--- src/rtl/kef_pkg.sv ---
package kef_pkg;

   // Per-slot action chosen each cycle by the store
   typedef enum logic [1:0] {
      SLOT_HOLD  = 2'd0,
      SLOT_LOAD  = 2'd1,
      SLOT_COUNT = 2'd2,
      SLOT_IDLE  = 2'd3
   } slot_op_e;

   // Next index on a circular range of the given size
   function automatic int unsigned ring_next(input int unsigned idx,
                                             input int unsigned size);
      return (idx == size - 1) ? 0 : idx + 1;
   endfunction

endpackage

--- src/rtl/kef_dur_step.sv ---
module kef_dur_step #(
   parameter int CNT_W = 7,
   localparam int DUR_W = CNT_W + 1
) (
   input  logic [DUR_W-1:0] cur,
   output logic [DUR_W-1:0] nxt
);
   logic [CNT_W-1:0] cnt;
   logic [CNT_W-1:0] cnt_inc;
   logic             ovf;
   logic             at_top;

   assign cnt     = cur[CNT_W-1:0];
   assign ovf     = cur[CNT_W];
   assign at_top  = &cnt;
   assign cnt_inc = cnt + CNT_W'(1);
   assign nxt     = {ovf | at_top, cnt_inc};
endmodule

--- src/rtl/kef_ptr_ctrl.sv ---
module kef_ptr_ctrl #(
   parameter int DEPTH = 8,
   localparam int PTR_W = (DEPTH > 1) ? $clog2(DEPTH) : 1
) (
   input  logic             clk,
   input  logic             rst_n,
   input  logic             clr,
   input  logic             evt,
   input  logic             adv,
   output logic [PTR_W-1:0] wr_ptr,
   output logic [PTR_W-1:0] wr_nxt,
   output logic [PTR_W-1:0] rd_ptr,
   output logic             empty
);
   import kef_pkg::*;

   localparam logic [PTR_W-1:0] LAST = PTR_W'(DEPTH - 1);

   logic [PTR_W-1:0] wr_q, rd_q, rd_nxt;
   logic             full;

   assign wr_nxt = (wr_q == LAST) ? '0 : wr_q + PTR_W'(1);
   assign rd_nxt = (rd_q == LAST) ? '0 : rd_q + PTR_W'(1);
   assign full   = (wr_nxt == rd_q);
   assign empty  = (wr_q == rd_q);
   assign wr_ptr = wr_q;
   assign rd_ptr = rd_q;

   always_ff @(posedge clk or negedge rst_n) begin
      if (!rst_n) begin
         wr_q <= '0;
         rd_q <= '0;
      end else if (clr) begin
         wr_q <= '0;
         rd_q <= '0;
      end else begin
         if (evt) begin
            wr_q <= wr_nxt;
         end
         if (evt && full) begin
            rd_q <= rd_nxt;            // oldest record overwritten
         end else if (adv && !empty) begin
            rd_q <= rd_nxt;            // consume one closed record
         end
      end
   end
endmodule

--- src/rtl/kef_slot_store.sv ---
module kef_slot_store #(
   parameter int             DEPTH    = 8,
   parameter int             KEY_W    = 8,
   parameter int             CNT_W    = 7,
   parameter logic [KEY_W-1:0] KEY_IDLE = '1,
   localparam int            DUR_W    = CNT_W + 1,
   localparam int            PTR_W    = (DEPTH > 1) ? $clog2(DEPTH) : 1
) (
   input  logic             clk,
   input  logic             rst_n,
   input  logic             clr,
   input  logic             evt,
   input  logic [KEY_W-1:0] evt_code,
   input  logic             tick,
   input  logic [PTR_W-1:0] wr_ptr,
   input  logic [PTR_W-1:0] wr_nxt,
   input  logic [PTR_W-1:0] rd_ptr,
   input  logic [DUR_W-1:0] live_dur_nxt,
   output logic [DUR_W-1:0] live_dur,
   output logic [KEY_W-1:0] rd_key,
   output logic [DUR_W-1:0] rd_dur
);
   import kef_pkg::*;

   logic [KEY_W-1:0] key_w [DEPTH];
   logic [DUR_W-1:0] dur_w [DEPTH];

   for (genvar i = 0; i < DEPTH; i++) begin : g_slot
      slot_op_e         op;
      logic [KEY_W-1:0] key_r;
      logic [DUR_W-1:0] dur_r;

      always_comb begin
         if (clr)
            op = SLOT_IDLE;
         else if (evt && (wr_nxt == PTR_W'(i)))
            op = SLOT_LOAD;
         else if (!evt && tick && (wr_ptr == PTR_W'(i)))
            op = SLOT_COUNT;
         else
            op = SLOT_HOLD;
      end

      always_ff @(posedge clk or negedge rst_n) begin
         if (!rst_n) begin
            key_r <= KEY_IDLE;
            dur_r <= '0;
         end else begin
            unique case (op)
               SLOT_IDLE: begin
                  key_r <= KEY_IDLE;
                  dur_r <= '0;
               end
               SLOT_LOAD: begin
                  key_r <= evt_code;
                  dur_r <= '0;
               end
               SLOT_COUNT: dur_r <= live_dur_nxt;
               default: ;
            endcase
         end
      end

      assign key_w[i] = key_r;
      assign dur_w[i] = dur_r;
   end

   assign live_dur = dur_w[wr_ptr];
   assign rd_key   = key_w[rd_ptr];
   assign rd_dur   = dur_w[rd_ptr];
endmodule

--- src/rtl/kef_irq.sv ---
module kef_irq (
   input  logic clk,
   input  logic rst_n,
   input  logic clr,
   input  logic evt,
   input  logic ack,
   output logic int_n
);
   always_ff @(posedge clk or negedge rst_n) begin
      if (!rst_n)
         int_n <= 1'b1;
      else if (clr)
         int_n <= 1'b1;
      else if (evt)
         int_n <= 1'b0;
      else if (ack)
         int_n <= 1'b1;
   end
endmodule

--- src/rtl/key_event_fifo.sv ---
module key_event_fifo #(
   parameter int               DEPTH    = 8,
   parameter int               KEY_W    = 8,
   parameter int               CNT_W    = 7,
   parameter logic [KEY_W-1:0] KEY_IDLE = '1,
   localparam int              DUR_W    = CNT_W + 1,
   localparam int              PTR_W    = (DEPTH > 1) ? $clog2(DEPTH) : 1
) (
   input  logic             clk,
   input  logic             rst_n,
   input  logic             pd_clear,
   input  logic             evt_valid,
   input  logic [KEY_W-1:0] evt_code,
   input  logic             tick,
   input  logic             rd_req,
   input  logic             adv_req,
   output logic [KEY_W-1:0] rd_key,
   output logic [DUR_W-1:0] rd_dur,
   output logic             empty,
   output logic             int_n
);
   if (DEPTH < 2 || DEPTH > 256) begin : g_bad_depth
      initial $fatal(1, "key_event_fifo: DEPTH must be 2..256");
   end
   if (KEY_W < 1 || CNT_W < 1) begin : g_bad_width
      initial $fatal(1, "key_event_fifo: KEY_W and CNT_W must be positive");
   end

   logic [PTR_W-1:0] wr_ptr, wr_nxt, rd_ptr;
   logic [DUR_W-1:0] live_dur, live_dur_nxt;

   kef_ptr_ctrl #(.DEPTH(DEPTH)) u_ptr (
      .clk    (clk),
      .rst_n  (rst_n),
      .clr    (pd_clear),
      .evt    (evt_valid),
      .adv    (adv_req),
      .wr_ptr (wr_ptr),
      .wr_nxt (wr_nxt),
      .rd_ptr (rd_ptr),
      .empty  (empty)
   );

   kef_dur_step #(.CNT_W(CNT_W)) u_step (
      .cur (live_dur),
      .nxt (live_dur_nxt)
   );

   kef_slot_store #(
      .DEPTH    (DEPTH),
      .KEY_W    (KEY_W),
      .CNT_W    (CNT_W),
      .KEY_IDLE (KEY_IDLE)
   ) u_store (
      .clk          (clk),
      .rst_n        (rst_n),
      .clr          (pd_clear),
      .evt          (evt_valid),
      .evt_code     (evt_code),
      .tick         (tick),
      .wr_ptr       (wr_ptr),
      .wr_nxt       (wr_nxt),
      .rd_ptr       (rd_ptr),
      .live_dur_nxt (live_dur_nxt),
      .live_dur     (live_dur),
      .rd_key       (rd_key),
      .rd_dur       (rd_dur)
   );

   kef_irq u_irq (
      .clk   (clk),
      .rst_n (rst_n),
      .clr   (pd_clear),
      .evt   (evt_valid),
      .ack   (rd_req),
      .int_n (int_n)
   );
endmodule

--- config.mk ---
export PLATFORM = sky130hd
export DESIGN_NAME = key_event_fifo
export DESIGN_NICKNAME = d
export VERILOG_FILES = /design/src/rtl/kef_pkg.sv /design/src/rtl/kef_dur_step.sv /design/src/rtl/kef_ptr_ctrl.sv /design/src/rtl/kef_slot_store.sv /design/src/rtl/kef_irq.sv /design/src/rtl/key_event_fifo.sv
export SDC_FILE = /design/constraint.sdc
export NUM_CORES = 1
export LEC_CHECK = 0
export BUFFER_PORTS_ARGS = -buffer_cell sky130_fd_sc_hd__clkbuf_2
export CORE_MARGIN = 1
export CORE_UTILIZATION = 39
export DETAILED_ROUTE_END_ITERATION = 7
export PLACE_DENSITY = 0.53
export SYNTH_ARGS = -nofsm -noshare
export SYNTH_HDL_FRONTEND = slang
export SYNTH_SLANG_ARGS = --single-unit
--- constraint.sdc ---
create_clock -name clk -period 4.95 [get_ports clk]
set_input_delay 0.495 -clock clk [delete_from_list [all_inputs] [get_ports clk]]
set_output_delay 0.495 -clock clk [all_outputs]
set_load 0.02 [all_outputs]
==> impl_summary.md <==
Flow run
Max-cap violations in this run came to 0.

Routing
Summed over all layers, the routed wires come to 22.6 mm. The pre-antenna-repair detailed-routing pass consisted of 5 iterations. The number of nets with antenna violations after routing is 0. After the first detailed-routing iteration, the DRC count stood at 421. In the final routed layout, each cell accounts on average for roughly 24 µm. Dividing the detail-routed via count by the number of cells gives 6.17. The via count is 5806.

For this run, design rule violations remaining after detail routing come to 0.

Worst setup path
The signal on the critical path passes through inv_2 > mux2i_1 > inv_1 > ha_1 > inv_1 > nor4_2 > a21oi_2 > a211oi_1. STA classifies the critical path startpoint as a flip-flop. The worst stage delay on the critical path is 0.94 ns. The kind of critical path is flip-flop to flip-flop. The arrival time reported for the critical path endpoint is 3.95 ns. The category of cells accounting for the largest share of critical-path delay is simple AND/OR/NAND/NOR gates. The largest individual stage delay along the critical path comes from the cell sky130_fd_sc_hd__nor4_2. For the worst setup path, the data required time is 5.27 ns. Along the worst path, the maximum fanout reaches 14. The worst setup path is captured at a flip-flop.

By instance count, the cell type seen most on the critical path is sky130_fd_sc_hd__inv_1. The worst path buffer plus inverter count is 3.

Power
The power per cell area is 363 mW/mm². The reported leakage power is 3.23 nW. Registers are responsible for between 40 and 50% of the overall power. The switching share of total power is 30.8%.

Combinational logic is responsible for ~17% of the overall power. IR analysis of the VDD net gives a maximum drop of 258 µV. The total internal power is 2.14 mW. Summed over all nets, the switching power comes to 0.950 mW. The clock network fraction of design power is 43.1%.

GRT
The via count of the first global-routing pass is between 5000 and 6000. The initial antenna violation count came to 0. The pin count of the biggest net entering global routing is 69. For this run, the total global-route usage over all layers was measured as 23.7%.

For this run the aggregate overflow at the end of global routing stands at 0. The first global-routing pass estimated 34.9 mm of wire.

Yosys
The number of warnings issued by yosys is 0. In this run, synthesis produced a sequential element count of 135. The net count after synthesis is 689. After synthesis, flip-flops and latches occupy 45.7% of the total area. Synthesis produced a netlist whose cell count is 665. Among all flip-flop cells after synthesis, the most frequent one is sky130_fd_sc_hd__dfrtp_1.

The number of different library cells used by synthesis comes to 53. After synthesis, the share of flip-flops with an asynchronous set or reset is 100%. The average footprint of a synthesized cell is around 11 µm². The number of flops mapped to enable cells by yosys is 0. The summed instance area of the synthesized netlist is between 0.007 and 0.008 mm².

Floorplanning
The effective utilization at floorplan is 40.2%. The die covers 0.0200 mm². The vertical extent of the die is 141 µm. The floorplan core area is 0.0188 mm². The number of top-level design ports is 33. The floorplan step set the die width to 141 µm. The number of rows created at floorplan is 50.

Layout
The area growth from synthesis to layout is 12.4%. After filler insertion, the fill cell instance count of the layout stands at 1745. In the final layout, flip-flops and latches occupy 0.00346 mm². The multi-input combinational cells in the finished layout cover a total of about 0.0038 mm². The number of diodes added for antenna fixing is 0. The net count of the finished layout is approximately 690. The post-route netlist has about 33% of its cells at a drive strength greater than 1.

Place
The HPWL after detailed placement is roughly 15 mm. Timing analysis after detailed placement gives a worst setup slack of 1.42 ns. The routability congestion estimate from global placement is between 0.8 and 0.9. Port buffering added 32 buffers.

STA
The share of the clock period used by the worst path after layout is roughly 73%. The clock period could shrink to 3.63 ns. The sum of negative setup slack is 0 ns. The number of max-slew violations in the final report came to 0. The upper clock frequency limit is 276 MHz. Setup repair after global routing left no endpoint under its margin. The final hold violation count was 0.

The clock skew after layout is 0.0129 ns. The worst relative slew slack is 14.4%. At the pin with the least slew margin, the transition time is 1.27 ns. Once routing completed, OpenROAD measured the worst setup slack at 1.32 ns. The final number of setup-violating endpoints is 0.

The final worst hold slack is 0.167 ns.

Run status
The flow ran to the end, and the final reports show no timing, DRC or antenna violations.

Min path
The worst hold path class is input pin to async pin.

Clocking
The post-CTS setup-driven buffer insertion count is 0. TritonCTS built the clock tree. The tree is rooted in a sky130_fd_sc_hd__clkbuf_16. The clock transition at the register clock pins on the worst setup and hold paths after CTS is ~0.07 ns. The number of H-tree branching levels is 4. The insertion delay to the later sink of the worst-skew pair is around 0.44 ns. Counting the buffers created by CTS gives 17. Clock tree synthesis found a total of 135 sinks.

Hold repair after CTS inserted 0 buffers. Gates resized during post-CTS repair numbered 0. In this run the deepest clock path goes through 2 buffers.
==> synth_stat cells (all sizes together), types with 7 or more instances <==
| library cell | count | area [µm²] |
|---|---|---|
| nor4 | 9 | 62.6 |
| a22o | 8 | 70.1 |
| nand2b | 12 | 75.1 |
| mux2 | 21 | 236 |
| clkbuf | 35 | 131 |
| nor2 | 30 | 113 |
| o21ai | 14 | 70.1 |
| ha | 9 | 113 |
| nand3 | 27 | 135 |
| nand4 | 8 | 50.1 |
| dfstp | 65 | 1710 |
| inv | 7 | 26.3 |
| a21oi | 37 | 189 |
| dfrtp | 70 | 1750 |
| mux4 | 48 | 1080 |
| buf | 25 | 125 |
| o22a | 64 | 561 |
| nor3 | 24 | 125 |
| nand2 | 62 | 233 |
| mux2i | 7 | 98.8 |
| and3 | 14 | 87.6 |
==> path summary, 6_finish.rpt <==
kind                            depth (start not counted)                                   start                                     end  slack, ns
max in group asynchronous                               2                                   rst_n             u_ptr.rd_ptr[0]$_DFFE_PN0P_       3.55
worst min register to register                          1  u_store.g_slot[4].key_r[6]$_DFFE_PN1P_  u_store.g_slot[4].key_r[6]$_DFFE_PN1P_       0.51
min in group clk                                        3                                  rd_req                 u_irq.int_n$_DFFE_PN1P_       0.30
worst max register to register                          8             u_ptr.wr_ptr[1]$_DFFE_PN0P_  u_store.g_slot[5].dur_r[7]$_DFFE_PN0P_       1.32
worst max-delay path                                    8             u_ptr.wr_ptr[1]$_DFFE_PN0P_  u_store.g_slot[5].dur_r[7]$_DFFE_PN0P_       1.32
worst min-delay path                                    1                                   rst_n  u_store.g_slot[1].dur_r[3]$_DFFE_PN0P_       0.17
==> cell families after synthesis <==
family	synth area share [%]
DFF	45.7
xor gates and xnor gates	0.927
AOI/OAI and AO/OA	14.8
and+or+nand+nor	14.5
muxes	18.7
buffers and inverters	3.84
adders and majority gates	1.49
==> power groups by stage <==
stage	clock network [mW]	logic, mW	registers, mW
CTS	1.35	0.518	1.24
floorplan	0	0.425	1.18
finish	1.33	0.512	1.24
global route	1.40	0.547	1.25
detailed placement	0	0.516	1.26
global placement	0	0.512	1.26
==> area by class of cell <==
type,count,share of cell area (%)
clock buffer,17,5.01
clock inverter,15,2.15
inverter,9,0.398
multi-input combinational,461,44.9
sequential,135,40.7
tap,260,3.83
timing repair buffer,44,2.97
==> worst register-to-register path, cell delays in order (launching register included) <==
cell,delay (ns)
sky130_fd_sc_hd__dfrtp_1,0.73
sky130_fd_sc_hd__inv_2,0.32
sky130_fd_sc_hd__mux2i_1,0.42
sky130_fd_sc_hd__inv_1,0.21
sky130_fd_sc_hd__ha_1,0.21
sky130_fd_sc_hd__inv_1,0.08
sky130_fd_sc_hd__nor4_2,0.94
sky130_fd_sc_hd__a21oi_2,0.28
sky130_fd_sc_hd__a211oi_1,0.31
==> sequential cells by signal, indices dropped and copies added (netlist names) <==
register,count
u_irq.int_n,1
u_store.g_slot.dur_r,64
u_ptr.wr_ptr,3
u_ptr.rd_ptr,3
u_store.g_slot.key_r,64
==> metal layers <==
metal	vias up	GRT usage (%)	routed length [µm]
met2	241	38.8	10900
met3	41	4.83	1490
met5	-	0	0
li1	2534	-	-
met1	2990	31.0	9600
met4	0	9.61	562
==> stage by stage <==
step                instance area [µm²]  util [%]  total power, mW  std cells
floorplan                          7560         -             1.60        665
global placement                   7890      41.9             1.77        909
detailed placement                 7890      41.9             1.78        909
CTS                                8500      45.1             3.11        941
global route                       8500      45.1             3.19        941
finish                             8500      45.1             3.09        941
==> cell usage in the layout (no fill, tap or decap), drive strengths merged, types with 21 or more instances in the layout <==
cell	Yosys	final
a21oi	37	37
clkbuf	35	48
dfrtp	70	70
dfstp	65	65
mux2	21	21
mux4	48	48
nand2	62	62
nand3	27	27
nor2	30	30
nor3	24	24
o22a	64	64
Note: power is estimated with default switching activity, not from simulation.
